**src/rtl/ir_cls_pkg.sv**
```systemverilog
package ir_cls_pkg;
    typedef enum logic {
        ST_IDLE  = 1'b0,
        ST_COUNT = 1'b1
    } ctl_state_e;

    typedef struct packed {
        logic leader;
        logic bitv;
        logic is_long;
        logic is_short;
    } ev_class_t;
endpackage

```
**src/rtl/ir_edge_detect.sv**
```systemverilog
module ir_edge_detect (
    input  logic clk,
    input  logic rst,
    input  logic sig_in,
    output logic edge_hit
);
    logic ref_q;

    always_ff @(posedge clk) begin
        if (rst) ref_q <= 1'b0;
        else     ref_q <= sig_in;
    end

    assign edge_hit = sig_in ^ ref_q;
endmodule

```
**src/rtl/ir_interval_ctl.sv**
```systemverilog
module ir_interval_ctl
    import ir_cls_pkg::*;
#(
    parameter int CNT_W = 6
) (
    input  logic             clk,
    input  logic             rst,
    input  logic             edge_hit,
    input  logic             ts_tick,
    output logic [CNT_W-1:0] cnt,
    output logic             measure,
    output logic             trailer,
    output logic             ts_en
);
    localparam logic [CNT_W-1:0] CNT_MAX  = {CNT_W{1'b1}};
    localparam logic [CNT_W-1:0] CNT_LAST = CNT_MAX - 1'b1;

    ctl_state_e       state_q, state_d;
    logic [CNT_W-1:0] cnt_q, cnt_d;
    logic             trail_q, trail_d;

    always_ff @(posedge clk) begin
        if (rst) begin
            state_q <= ST_IDLE;
            cnt_q   <= '0;
            trail_q <= 1'b0;
        end else begin
            state_q <= state_d;
            cnt_q   <= cnt_d;
            trail_q <= trail_d;
        end
    end

    always_comb begin
        state_d = state_q;
        cnt_d   = cnt_q;
        trail_d = 1'b0;
        unique case (state_q)
            ST_IDLE: begin
                if (edge_hit) begin          // ARM
                    state_d = ST_COUNT;
                    cnt_d   = '0;
                end
            end
            ST_COUNT: begin
                if (edge_hit) begin          // MEASURE
                    cnt_d = '0;
                end else if (ts_tick) begin
                    if (cnt_q == CNT_LAST) begin  // TRAIL
                        cnt_d   = CNT_MAX;
                        state_d = ST_IDLE;
                        trail_d = 1'b1;
                    end else begin           // TICK
                        cnt_d = cnt_q + 1'b1;
                    end
                end
            end
            default: state_d = ST_IDLE;
        endcase
    end

    assign cnt     = cnt_q;
    assign measure = edge_hit && (state_q == ST_COUNT);
    assign trailer = trail_q;
    assign ts_en   = (state_q == ST_COUNT);

    AST_NO_OVERFLOW: assert property (@(posedge clk) disable iff (rst)
        (state_q == ST_COUNT) |-> (cnt_q != CNT_MAX));
    AST_TRAILER_GATES: assert property (@(posedge clk) disable iff (rst)
        trail_q |-> (state_q == ST_IDLE));
    AST_IDLE_FROZEN: assert property (@(posedge clk) disable iff (rst)
        (state_q == ST_IDLE) && !edge_hit |=> $stable(cnt_q));
endmodule

```
**src/rtl/ir_interval_judge.sv**
```systemverilog
module ir_interval_judge
    import ir_cls_pkg::*;
#(
    parameter int CNT_W      = 6,
    parameter int CFG_W      = 4,
    parameter int BIT_THR_H  = 6,
    parameter int LONG_THR_H = 10,
    parameter int SHRT_THR_H = 2,
    parameter int LEAD_STEP  = 4
) (
    input  logic             clk,
    input  logic             rst,
    input  logic             measure,
    input  logic [CNT_W-1:0] cnt,
    input  logic             mode_full,
    input  logic [CFG_W-1:0] leader_cfg,
    input  logic             long_clr,
    output logic             ev_valid,
    output ev_class_t        ev_cls,
    output logic             long_flag
);
    localparam int TW = CNT_W + CFG_W + 3;

    logic [TW-1:0] ival, thr_bit, thr_long, thr_shrt, thr_lead;
    ev_class_t     cls_d, cls_q;
    logic          valid_q, flag_q, is_lead;

    assign ival     = TW'(cnt);
    assign thr_bit  = mode_full ? TW'(2 * BIT_THR_H)  : TW'(BIT_THR_H);
    assign thr_long = mode_full ? TW'(2 * LONG_THR_H) : TW'(LONG_THR_H);
    assign thr_shrt = mode_full ? TW'(2 * SHRT_THR_H) : TW'(SHRT_THR_H);
    assign thr_lead = TW'(leader_cfg) * TW'(LEAD_STEP);
    assign is_lead  = (leader_cfg != '0) && (ival >= thr_lead);

    always_comb begin
        cls_d = '0;
        if (is_lead) begin
            cls_d.leader = 1'b1;
        end else begin
            cls_d.bitv     = (ival >= thr_bit);
            cls_d.is_long  = (ival >= thr_long);
            cls_d.is_short = (ival <  thr_shrt);
        end
    end

    always_ff @(posedge clk) begin
        if (rst) begin
            valid_q <= 1'b0;
            cls_q   <= '0;
            flag_q  <= 1'b0;
        end else begin
            valid_q <= measure;
            cls_q   <= measure ? cls_d : '0;
            if (measure && is_lead) flag_q <= 1'b1;
            else if (long_clr)      flag_q <= 1'b0;
        end
    end

    assign ev_valid  = valid_q;
    assign ev_cls    = cls_q;
    assign long_flag = flag_q;

    AST_LEADER_ALONE: assert property (@(posedge clk) disable iff (rst)
        valid_q && cls_q.leader |-> !cls_q.bitv && !cls_q.is_long && !cls_q.is_short);
    AST_LONG_SHORT_EXCL: assert property (@(posedge clk) disable iff (rst)
        valid_q |-> !(cls_q.is_long && cls_q.is_short));
    AST_LONG_IS_ONE: assert property (@(posedge clk) disable iff (rst)
        valid_q && cls_q.is_long |-> cls_q.bitv);
    AST_SHORT_IS_ZERO: assert property (@(posedge clk) disable iff (rst)
        valid_q && cls_q.is_short |-> !cls_q.bitv);
    AST_FLAG_HOLD: assert property (@(posedge clk) disable iff (rst)
        flag_q && !long_clr |=> flag_q);
    AST_FLAG_FROM_LEADER: assert property (@(posedge clk) disable iff (rst)
        $rose(flag_q) |-> valid_q && cls_q.leader);
endmodule

```
**src/rtl/ir_interval_classifier.sv**
```systemverilog
module ir_interval_classifier
    import ir_cls_pkg::*;
#(
    parameter int CNT_W      = 6,
    parameter int CFG_W      = 4,
    parameter int BIT_THR_H  = 6,
    parameter int LONG_THR_H = 10,
    parameter int SHRT_THR_H = 2,
    parameter int LEAD_STEP  = 4
) (
    input  logic             clk,
    input  logic             rst,
    input  logic             ts_tick,
    input  logic             sig_in,
    input  logic             mode_full,
    input  logic [CFG_W-1:0] leader_cfg,
    input  logic             long_clr,
    output logic             ev_valid,
    output logic             ev_leader,
    output logic             ev_bit,
    output logic             ev_long,
    output logic             ev_short,
    output logic             long_flag,
    output logic             trailer,
    output logic             ts_en
);
    logic             edge_hit, measure;
    logic [CNT_W-1:0] cnt;
    ev_class_t        cls;

    ir_edge_detect u_edge (
        .clk      (clk),
        .rst      (rst),
        .sig_in   (sig_in),
        .edge_hit (edge_hit)
    );

    ir_interval_ctl #(.CNT_W(CNT_W)) u_ctl (
        .clk      (clk),
        .rst      (rst),
        .edge_hit (edge_hit),
        .ts_tick  (ts_tick),
        .cnt      (cnt),
        .measure  (measure),
        .trailer  (trailer),
        .ts_en    (ts_en)
    );

    ir_interval_judge #(
        .CNT_W      (CNT_W),
        .CFG_W      (CFG_W),
        .BIT_THR_H  (BIT_THR_H),
        .LONG_THR_H (LONG_THR_H),
        .SHRT_THR_H (SHRT_THR_H),
        .LEAD_STEP  (LEAD_STEP)
    ) u_judge (
        .clk        (clk),
        .rst        (rst),
        .measure    (measure),
        .cnt        (cnt),
        .mode_full  (mode_full),
        .leader_cfg (leader_cfg),
        .long_clr   (long_clr),
        .ev_valid   (ev_valid),
        .ev_cls     (cls),
        .long_flag  (long_flag)
    );

    assign ev_leader = cls.leader;
    assign ev_bit    = cls.bitv;
    assign ev_long   = cls.is_long;
    assign ev_short  = cls.is_short;

    AST_EVENT_NEEDS_COUNT: assert property (@(posedge clk) disable iff (rst)
        ev_valid |-> $past(ts_en));
    AST_TRAILER_PULSE: assert property (@(posedge clk) disable iff (rst)
        trailer |=> !trailer);
endmodule

```
**config.mk**
```make
export PLATFORM = sky130hd
export DESIGN_NAME = ir_interval_classifier
export DESIGN_NICKNAME = d
export VERILOG_FILES = /design/src/rtl/ir_cls_pkg.sv /design/src/rtl/ir_edge_detect.sv /design/src/rtl/ir_interval_ctl.sv /design/src/rtl/ir_interval_judge.sv /design/src/rtl/ir_interval_classifier.sv
export SDC_FILE = /design/constraint.sdc
export NUM_CORES = 1
export LEC_CHECK = 0
export ABC_AREA = 1
export BUFFER_PORTS_ARGS = -buffer_cell sky130_fd_sc_hd__buf_2
export CORE_MARGIN = 2
export CORE_UTILIZATION = 30
export CTS_CLUSTER_DIAMETER = 200
export DETAILED_ROUTE_END_ITERATION = 8
export SLEW_MARGIN = 20
export SYNTH_ARGS = -nofsm -noshare
export SYNTH_HDL_FRONTEND = slang
export SYNTH_SLANG_ARGS = --single-unit
```
**constraint.sdc**
```tcl
create_clock -name clk -period 3.9 [get_ports clk]
set_clock_uncertainty 0.15 [all_clocks]
set_input_delay 0.585 -clock clk [delete_from_list [all_inputs] [get_ports clk]]
set_output_delay 0.585 -clock clk [all_outputs]
set_load 0.02 [all_outputs]
```
; Word-level counts from Yosys, hierarchy flattened
; Cells that the tools add are included.
[word_totals]
ff_bits = 15
inputBits = 10
word_cells = 48
[classes]
add_sub_neg = 1
magnitude_cmp = 4
eq_ne = 3
n_mux = 17
bitwise = 4
n_reduce_logical = 9
[op_table]
columns = cell, n
row1 = $ge A6 B13 Y1, 2
row2 = $mux W6, 4
row3 = $lt A6 B13 Y1, 1
row4 = $pmux W6 S2, 1
row5 = $mux W1, 8
row6 = $add A6 B1 Y6 const B, 1
row7 = $eq A6 B6 Y1 const B, 1
row8 = $ge A6 B6 Y1, 1
row9 = $mux W5, 1
row10 = $mux W4, 1
row11 = $reduce_bool A4 Y1, 1
row12 = $reduce_or A4 Y1, 1
row13 = $logic_and A1 B1 Y1, 3
row14 = $mux W3, 1
row15 = $ne A3 B2 Y1 const B, 1
row16 = $not A1 Y1, 3
row17 = $reduce_or A3 Y1, 1
row18 = $ne A2 B1 Y1 const B, 1
row19 = $pmux W1 S2, 1
row20 = $reduce_and A2 Y1, 1
row21 = $reduce_bool A2 Y1, 1
row22 = $reduce_or A2 Y1, 1
row23 = $xor A1 B1 Y1, 1

; Longest topological paths before layout
; Gate-level depths: netlist (run 1).
[logic_depth]
depth_word = 5
mapped_depth = 10
ltp_nobuf = 9

; By module
; Synthesis (run 1) repeated with hierarchy kept, for this count alone.
[unflattened]
hier_cells = 135
hier_area_um2 = 969.7
[modules_own_cells]
columns = module, n_inst, cells_each, area_each_um2, seq_area_each_um2
row1 = ir_interval_ctl, 1, 62, 465.4, 160.2
row2 = ir_interval_judge, 1, 66, 461.7, 120.1
row3 = ir_edge_detect, 1, 7, 42.5, 20.0

; Least setup slack after synthesis (run 1)
; OpenSTA, ideal clock, no wires.
[synth_path]
path_kind = input-to-reg
start = in mode_full
end = reg u_judge.cls_q (netlist bit u_judge.ev_cls[1])
arrival_time_ns = 1.297
path_slack_ns = 2.340
stages = 8
path_buffers = 0
path_cell_list = inv_1 > ha_1 > nand2_1 > nand2_1 > nand2_1 > nand3_1 > nor2_1 > nor2_1
[synth_between]
elab_chain_cells = 2
[synth_rtl]
columns = element, line
row1 = start: declaration, ir_interval_classifier.sv:15  ; input logic mode_full,
row2 = $mux W5, ir_interval_judge.sv:30  ; assign thr_long = mode_full ? TW'(2 * LONG_THR_H) : TW'(LONG_THR_H);
row3 = $ge A6 B13 Y1, ir_interval_judge.sv:41  ; cls_d.is_long = (ival >= thr_long);
row4 = end signal: assignment, ir_interval_judge.sv:53  ; cls_q <= measure ? cls_d : '0;
row5 = end: declaration, ir_interval_judge.sv:25  ; ev_class_t cls_d, cls_q;
; Every way passes these cells.
; A chain may end at the register's enable or synchronous reset.

; Final worst setup path (run 1)
[layout_path]
start = reg u_ctl.cnt_q[3] (netlist: u_ctl.cnt[3])
end = reg u_judge.cls_q (netlist bit u_judge.ev_cls[1])
[layout_between]
elab_chain_cells = 3
[layout_rtl]
columns = element, line
row1 = start: declaration, ir_interval_ctl.sv:19  ; logic [CNT_W-1:0] cnt_q, cnt_d;
row2 = start signal: assignment, ir_interval_ctl.sv:29  ; cnt_q <= cnt_d;
row3 = $ge A6 B6 Y1, ir_interval_judge.sv:33  ; assign is_lead = (leader_cfg != '0) && (ival >= thr_lead);
row4 = $logic_and A1 B1 Y1, ir_interval_judge.sv:33
row5 = $reduce_or A3 Y1 (no source line), n/a
; Parallel ways exist; a longest one is shown, timed or not.

==> summary.md, run 1 <==
| Metric | Value |
|---|---|
| RSZ-0062 raised after global routing | false |
| CP max FO | 9 |
| Final wirelength | 2050 um |
| Sequential Area | 300 um^2 |
| Layout Nets | 181 |
| Die Ht | 61.5 um |
| Core Area | 0.00310 mm^2 |
| Routed metal-1 wirelength | 976 um |
| Grt ovf | 0 |
| Maximum vdd drop | 0.161 mV |
| Hold Startpoint | u_judge.long_flag$_SDFFE_PP0P_ |
| Worst hold path type | reg2reg |
| Peak Freq | 0.624 GHz |
| Std cell rows | 20 |
| Worst reg2reg startpoint | u_ctl.cnt[3]$_SDFFE_PP0P_ |
| Max_cap viols | 0 |
| H-Tree Depth | 1 |
| Final slew viol count | 0 |
| Hold buffers post-CTS | 0 |
| First-pass GRT wire length | 3660 um |
| Yosys warnings | 0 |
| Slew headroom | 73.5% |
| R2R cell count | 6 |
| Number of diodes | 0 |
| Port bufs | 17 |
| Leakage power | 0.571 nW |
| Hold path endpoint | u_judge.long_flag$_SDFFE_PP0P_ |
| Number of setup buffers added after CTS | 0 |
| Drt wl/cell | 10.1 um |
| Mapped Area | 992 um^2 |
| Initial antenna violation count | 0 |
| Max Root-Sink Buffers | 2 |
| Largest net degree at the start of global routing | 12 |
| Die width | 61.5 um |
| Reg2reg end | u_judge.ev_cls[1]$_SDFF_PP0_ |
| Worst-path clk slew | 0.09 ns |
| Final antenna-violating net count | 0 |
| DR vias | 902 |
| Vias/cell | 4.44 |
| Final Hold Violating Endpoints | 0 |
| Tmin final | 1.60 ns |
| Fillers | 354 |
| Number of I/O pins | 18 |
| CP Class | reg2reg |
| Die area | 0.00378 mm^2 |
| Met2 wire len | 984 um |
| DP Wirelength | 1620 um |
| #FFs+latches synth | 15 |
| Worst reg2reg setup slack | 2.30 ns |
| Yosys cell types | 23 |
| Setup TNS | 0 ns |
| Vias in the first global route | 924 |
| Status | finished, final reports clean |
| WP data arrival | 1.68 ns |
| CTS tree | built |
| Post-Syn Nets | 162 |
| Routed length on met3 | 80 um |
| TritonCTS buffer count | 3 |
| Gr usage total | 13.0% |
| Critical path capture point type | register |
| Final Setup Violations | 0 |
| Post-Synthesis Cells | 141 |
| # resized after CTS | 0 |
| Sink Count | 15 |
| Cell Pwr Density | 258 mW/mm^2 |
| Worst skew pair latency | 0.28 ns |
| Seq/Total Area, Yosys | 30.3% |
| Multi-input gate area | 568 um^2 |
| Syn avg cell area | 7.04 um^2 |
| Share of cells above drive strength 1 | 21.4% |
| Hold path depth | 2 |
| Clock root buffer | clkbuf_4 |
| Placed Cells | 199 |
| DRT Pass-1 Iters | 5 |
| Required @ worst endpoint | 3.98 ns |
| CP Launch Point | u_ctl.cnt[3]$_SDFFE_PP0P_ |
| Gpl congestion | 0.774 |
| Layout area overhead | 14.0% |
| Initial DRC count | 36 |
| DRC Markers | 0 |
| Final Instance Count excl. Fillers | 203 |
| Final Cycle Share | 41.1% |
| Initial Util | 32.0% |
| Top layer in use | met4 |
| Worst slew pin tran | 0.397 ns |
| CP startpoint kind | register |
[per-layer routing]
metal | global-route usage, % | up-vias
li1 | - | 476
met1 | 14.7 | 407
met2 | 23.6 | 17
met3 | 3.78 | 2
met4 | 3.65 | 0
met5 | 0 | -
[cell type report]
cell class              count  share of cell area, %
multi-input cells          98                   50.2
flip-flops and latches     15                   26.5
well taps                  44                   4.87
clock buffers               4                   2.32
inverters                  25                   8.52
repair buffers             17                   7.52
[worst max-delay path by stage]
stage,end,depth (start not counted)
after floorplan,u_judge.ev_cls[1]$_SDFF_PP0_,8
final,u_judge.ev_cls[1]$_SDFF_PP0_,6
after global placement,u_judge.ev_cls[1]$_SDFF_PP0_,8
after global routing,u_judge.ev_cls[1]$_SDFF_PP0_,6
after detailed placement,u_judge.ev_cls[1]$_SDFF_PP0_,8
after CTS,u_judge.ev_cls[1]$_SDFF_PP0_,6
[power breakdown]
group          switching [mW]  internal (mW)
Clock                  0.0501         0.0397
Combinational          0.0281         0.0149
Sequential            0.00262          0.157
[cells in the mapped netlist]
cell type	instances	area (um^2)
nand2_1	36	135
inv_1	22	82.6
nor2_1	18	67.6
dfxtp_1	15	300
ha_1	11	138
nand3_1	6	30.0
a21oi_2	4	35.0
nand4_1	4	25.0
o21ai_1	4	20.0
a21oi_1	3	15.0
nor2_4	3	33.8
buf_6	2	22.5
inv_2	2	7.51
nand2_2	2	12.5
a31oi_1	1	6.26
buf_2	1	5.00
inv_4	1	6.26
nand2_4	1	11.3
nand3b_1	1	7.51
nor3_1	1	5.00
nor4_2	1	12.5
o21ai_0	1	5.00
xnor2_1	1	8.76
[metrics by stage]
step	setup slack [ns]	hold slack (ns)	total power [mW]	cell area [um^2]	utilization [%]
after floorplan	2.34	0.370	0.194	992	-
after global placement	2.19	0.294	0.204	1100	35.6
after detailed placement	2.10	0.303	0.206	1100	35.6
after CTS	2.29	0.315	0.298	1130	36.5
after global routing	2.14	0.308	0.314	1130	36.5
final	2.30	0.310	0.292	1130	36.5
[cells by family after synthesis]
| logic type | Yosys count | share of synthesized area [%] |
|---|---|---|
| AO/OA/AOI/OAI | 13 | 8.20 |
| buffers and inverters | 28 | 12.5 |
| AND/OR/NAND/NOR | 73 | 34.3 |
| XOR/XNOR | 1 | 0.883 |
| flip-flops | 15 | 30.3 |
| adder cells (fa/ha/maj) | 11 | 13.9 |
[sequential cells by signal (all words and copies together) (netlist names)]
name,count
u_ctl.cnt,6
u_judge.ev_valid,1
u_edge.ref_q,1
u_ctl.trailer,1
u_ctl.ts_en,1
u_judge.long_flag,1
u_judge.ev_cls,4
[worst max-delay path: stages (launching register included)]
cell     delay [ns]
dfxtp_1        0.56
ha_1           0.33
nor2_1         0.17
nand4_1        0.10
nor2_1         0.11
nor2_1         0.05
nor2_1         0.08
[cells in the final DEF, fill, tap and decap left out]
| master | count |
|---|---|
| nand2_1 | 36 |
| inv_1 | 22 |
| nor2_1 | 18 |
| buf_2 | 17 |
| dfxtp_1 | 15 |
| ha_1 | 11 |
| nand3_1 | 6 |
| a21oi_2 | 4 |
| nand4_1 | 4 |
| o21ai_1 | 4 |
| nor2_4 | 3 |
| a21oi_1 | 3 |
| clkbuf_4 | 3 |
| nand2_2 | 2 |
| inv_2 | 2 |
| inv_4 | 1 |
| nand2_4 | 1 |
| a31oi_1 | 1 |
| o21ai_0 | 1 |
| nor4_2 | 1 |
| nor3_1 | 1 |
| nand3b_1 | 1 |
| xnor2_1 | 1 |
| clkbuf_1 | 1 |
No activity file was read; power rests on OpenSTA's default activity.
==> run 2, diff against run 1 <==
--- a/config.mk
+++ b/config.mk
@@ -5,7 +5,7 @@
 export SDC_FILE = /design/constraint.sdc
 export NUM_CORES = 1
 export LEC_CHECK = 0
-export ABC_AREA = 1
+export ABC_AREA = 0
 export BUFFER_PORTS_ARGS = -buffer_cell sky130_fd_sc_hd__buf_2
 export CORE_MARGIN = 2
 export CORE_UTILIZATION = 30
==> constraint.sdc (replaced) <==
create_clock -name clk -period 1.3 [get_ports clk]
set_clock_uncertainty 0.15 [all_clocks]
set_input_delay 0.195 -clock clk [delete_from_list [all_inputs] [get_ports clk]]
set_output_delay 0.195 -clock clk [all_outputs]
set_load 0.02 [all_outputs]
==> run 2 against run 1 <==
The run now ends with setup timing left; first-iteration DRC count down 83%; register-to-register slack worse by 2.5 ns; die area decreased by 17%; worst setup slack got worse by 2.5 ns; largest power group unchanged; cell count fell by 22%; non-clock buffer count rose by 18; worst hold slack got worse by 0.29 ns; count of clock-buffer cells in the layout shrank 1; utilization is 16 points higher; highest routed layer unchanged.
==> summary.md, run 2 <==
| Metric | Value |
|---|---|
| Worst-path clk slew | 0.10 ns (was 0.09 ns) |
| Busiest grt layer | met2 (unchanged) |
| Synth top area share | 37.0% (was 30.3%) |
| Yosys warnings | 0 (unchanged) |
| Critical path capture point type | register (unchanged) |
| Gr usage total | 12.6% (was 13.0%) |
| FFs w/ async S/R, synth | 0% (unchanged) |
| Clock root buffer | clkbuf_4 (unchanged) |
| Initial Util | 32.1% (was 32.0%) |
| Maximum vdd drop | 0.582 mV (was 0.161 mV) |
| Final Cycle Share | 117% (was 41.1%) |
| Commonest cells after routing, fill and taps aside | 17 x buf_2, 11 x buf_4, 10 x dfxtp_1 (was 36 x nand2_1, 22 x inv_1, 18 x nor2_1) |
| Post-Synthesis Cells | 90 (was 141) |
| DP Wirelength | 1370 um (was 1620 um) |
| Fillers | 251 (was 354) |
| Tmin final | 1.52 ns (was 1.60 ns) |
| Max FFs per register | 6 (unchanged) |
| Initial antenna violation count | 0 (unchanged) |
| Post-synth EDFFs | 0 (unchanged) |
| H-Tree Depth | 1 (unchanged) |
| Die area | 0.00313 mm^2 (was 0.00378 mm^2) |
| Synth top area cells | dfxtp_1 37%, ha_1 17%, a211oi_1 4.6% (was dfxtp_1 30%, ha_1 14%, nand2_1 14%) |
| WHS | 0.0211 ns (was 0.310 ns) |
| Critical path's largest stage delay | 0.37 ns (was 0.56 ns) |
| TritonCTS buffer count | 3 (unchanged) |
| DRC Markers | 0 (unchanged) |
| Post-synth top cells | 15 x dfxtp_1, 11 x ha_1, 10 x inv_1, 7 x nor2_1, 5 x a211oi_1 (was 36 x nand2_1, 22 x inv_1, 18 x nor2_1, 15 x dfxtp_1, 11 x ha_1) |
| Vias in the first global route | 764 (was 924) |
| Layout area overhead | 63.0% (was 14.0%) |
| Max_cap viols | 0 (unchanged) |
| Initial DRC count | 6 (was 36) |
| Slowest cell on the critical path | dfxtp_4 (was dfxtp_1) |
| Number of diodes | 0 (unchanged) |
| RSZ-0062 raised after global routing | true (was false) |
| Layout Utilization | 52.4% (was 36.5%) |
| Final antenna-violating net count | 0 (unchanged) |
| Drt wl/cell | 12.6 um (was 10.1 um) |
| Peak Freq | 0.660 GHz (was 0.624 GHz) |
| First-pass GRT wire length | 3220 um (was 3660 um) |
| Max Root-Sink Buffers | 2 (unchanged) |
| Grt ovf | 0 (unchanged) |
| Layout Nets | 151 (was 181) |
| Mapped Area | 811 um^2 (was 992 um^2) |
| Number of I/O pins | 18 (unchanged) |
| CTS tree | built (unchanged) |
| Worst slew pin tran | 0.284 ns (was 0.397 ns) |
| R2R cell count | 5 (was 6) |
| Most frequent cell after synthesis | dfxtp_1 (was nand2_1) |
| GR Util met3 | 3.95% (was 3.78%) |
| CP startpoint kind | register (unchanged) |
| CP Class | reg2reg (unchanged) |
| Seq/Total Area, Yosys | 37.0% (was 30.3%) |
| Largest net degree at the start of global routing | 10 (was 12) |
| Status | complete, but fails checks (was finished, final reports clean) |
| DR vias | 804 (was 902) |
| Most frequent CP cell | buf_4 (was nor2_1) |
| Final WS setup | -0.216 ns (was 2.30 ns) |
| Final slew viol count | 0 (unchanged) |
| Crit-path cells | buf_4 -> buf_4 -> nor4_2 -> o21ai_0 -> nor3_1 (was ha_1 -> nor2_1 -> nand4_1 -> nor2_1 -> nor2_1 -> nor2_1) |
| Cell Pwr Density | 694 mW/mm^2 (was 258 mW/mm^2) |
| Failing checks | setup timing |
| Final Setup Violations | 9 (was 0) |
| Final Hold Violating Endpoints | 0 (unchanged) |
| GRT met1 Usage | 14.5% (was 14.7%) |
| Gpl congestion | 0.787 (was 0.774) |
| Std cell rows | 18 (was 20) |
| Met2 Track Usage GR | 22.9% (was 23.6%) |
| Leakage power | 0.602 nW (was 0.571 nW) |
| Hold path depth | 2 (unchanged) |
| CP max FO | 3 (was 9) |
| Worst hold path type | in2reg (was reg2reg) |
| Slew headroom | 81.0% (was 73.5%) |
| Yosys cell types | 30 (was 23) |
| #FFs+latches synth | 15 (unchanged) |
| Most common cell after layout, fill and taps aside | buf_2 (was nand2_1) |
| Port bufs | 17 (unchanged) |
| Post-Syn Nets | 111 (was 162) |
| WP data arrival | 1.57 ns (was 1.68 ns) |
| DRT Pass-1 Iters | 4 (was 5) |
| Syn avg cell area | 9.01 um^2 (was 7.04 um^2) |
| Final wirelength | 2010 um (was 2050 um) |
| Worst skew pair latency | 0.29 ns (was 0.28 ns) |
| Share of cells above drive strength 1 | 57.4% (was 21.4%) |
| Die width | 56.0 um (was 61.5 um) |
| Die Ht | 56.0 um (was 61.5 um) |
| Vias/cell | 5.06 (was 4.44) |
| Core Area | 0.00252 mm^2 (was 0.00310 mm^2) |
| Required @ worst endpoint | 1.36 ns (was 3.98 ns) |
| Ys flop type | dfxtp_1 (unchanged) |
| Yosys top cell by area | dfxtp_1 (unchanged) |
| Sink Count | 15 (unchanged) |
==> run 2: cell count changes after synthesis, sizes merged, moves of 4 or more <==
cell | previous run | this run
nand3 | 6 | 2
nor2 | 21 | 7
a211oi | 0 | 5
nand2 | 39 | 4
inv | 25 | 10
a21oi | 7 | 3
==> run 2: metal layers <==
layer	routed length (um)	up-vias
met5	0	-
met4	12	0
met3	94	2
met2	1030	18
met1	870	379
li1	-	405
==> run 2: final cells by class <==
class	instances	area, um^2	share of cell area [%]
clock buffer	3	22.5	1.70
tap	30	37.5	2.84
clock inverter	1	5.00	0.379
sequential	15	314	23.8
inverter	10	37.5	2.84
timing repair buffer	35	246	18.7
multi-input combinational	65	658	49.8
==> run 2: repair_timing <==
| action | CTS | global route |
|---|---|---|
| resized for setup | 17 | 17 |
| setup endpoints to repair | 12 | 13 |
| hold buffers | 0 | 0 |
| buffers inserted | 4 | 2 |
| pin swaps | 14 | 7 |
==> run 2: cell families (layout without fill, tap and decap cells) <==
family                   after synthesis  in the layout  share of synthesized area [%]
adder cells (fa/ha/maj)               11             11                           17.0
AND/OR/NAND/NOR                       30             30                           20.8
flip-flops                            15             15                           37.0
AO/OA/AOI/OAI                         23             23                           19.4
buffers and inverters                 10             49                           4.63
XOR/XNOR                               1              1                           1.08
==> run 2: power breakdown <==
group	internal, mW	total [mW]	switching [mW]
combinational	0.0851	0.171	0.0857
clock	0.114	0.274	0.160
sequential	0.465	0.472	0.00672
==> run 2: critical path: cells and delay by family, from the launching register on <==
family,cells,cell delay [ns]
AO/OA/AOI/OAI,1,0.12
AND/OR/NAND/NOR,2,0.51
flip-flops,1,0.37
buffers and inverters,2,0.28
==> run 2: path summary, 6_finish.rpt <==
check	start	to	slack, ns
worst max-delay path	u_ctl.cnt[3]$_SDFFE_PP0P_	u_judge.ev_cls[0]$_SDFF_PP0_	-0.22
worst min-delay path	sig_in	u_edge.ref_q$_SDFF_PP0_	0.02
worst max register to register	u_ctl.cnt[3]$_SDFFE_PP0P_	u_judge.ev_cls[0]$_SDFF_PP0_	-0.22
worst min register to register	u_judge.long_flag$_SDFFE_PP0P_	u_judge.long_flag$_SDFFE_PP0P_	0.35
==> run 2: stage by stage <==
step / cell area [um^2] / TNS (ns) / instances / power [mW] / setup WS (ns)
finish: 1320 / -0.878 / 159 / 0.917 / -0.216
global route: 1320 / -1.68 / 159 / 0.966 / -0.328
CTS: 1230 / -0.977 / 157 / 0.912 / -0.244
detailed placement: 1070 / -1.21 / 149 / 0.615 / -0.244
global placement: 1070 / -1.03 / 149 / 0.611 / -0.231
floorplan: 853 / -0.467 / 90 / 0.560 / -0.140
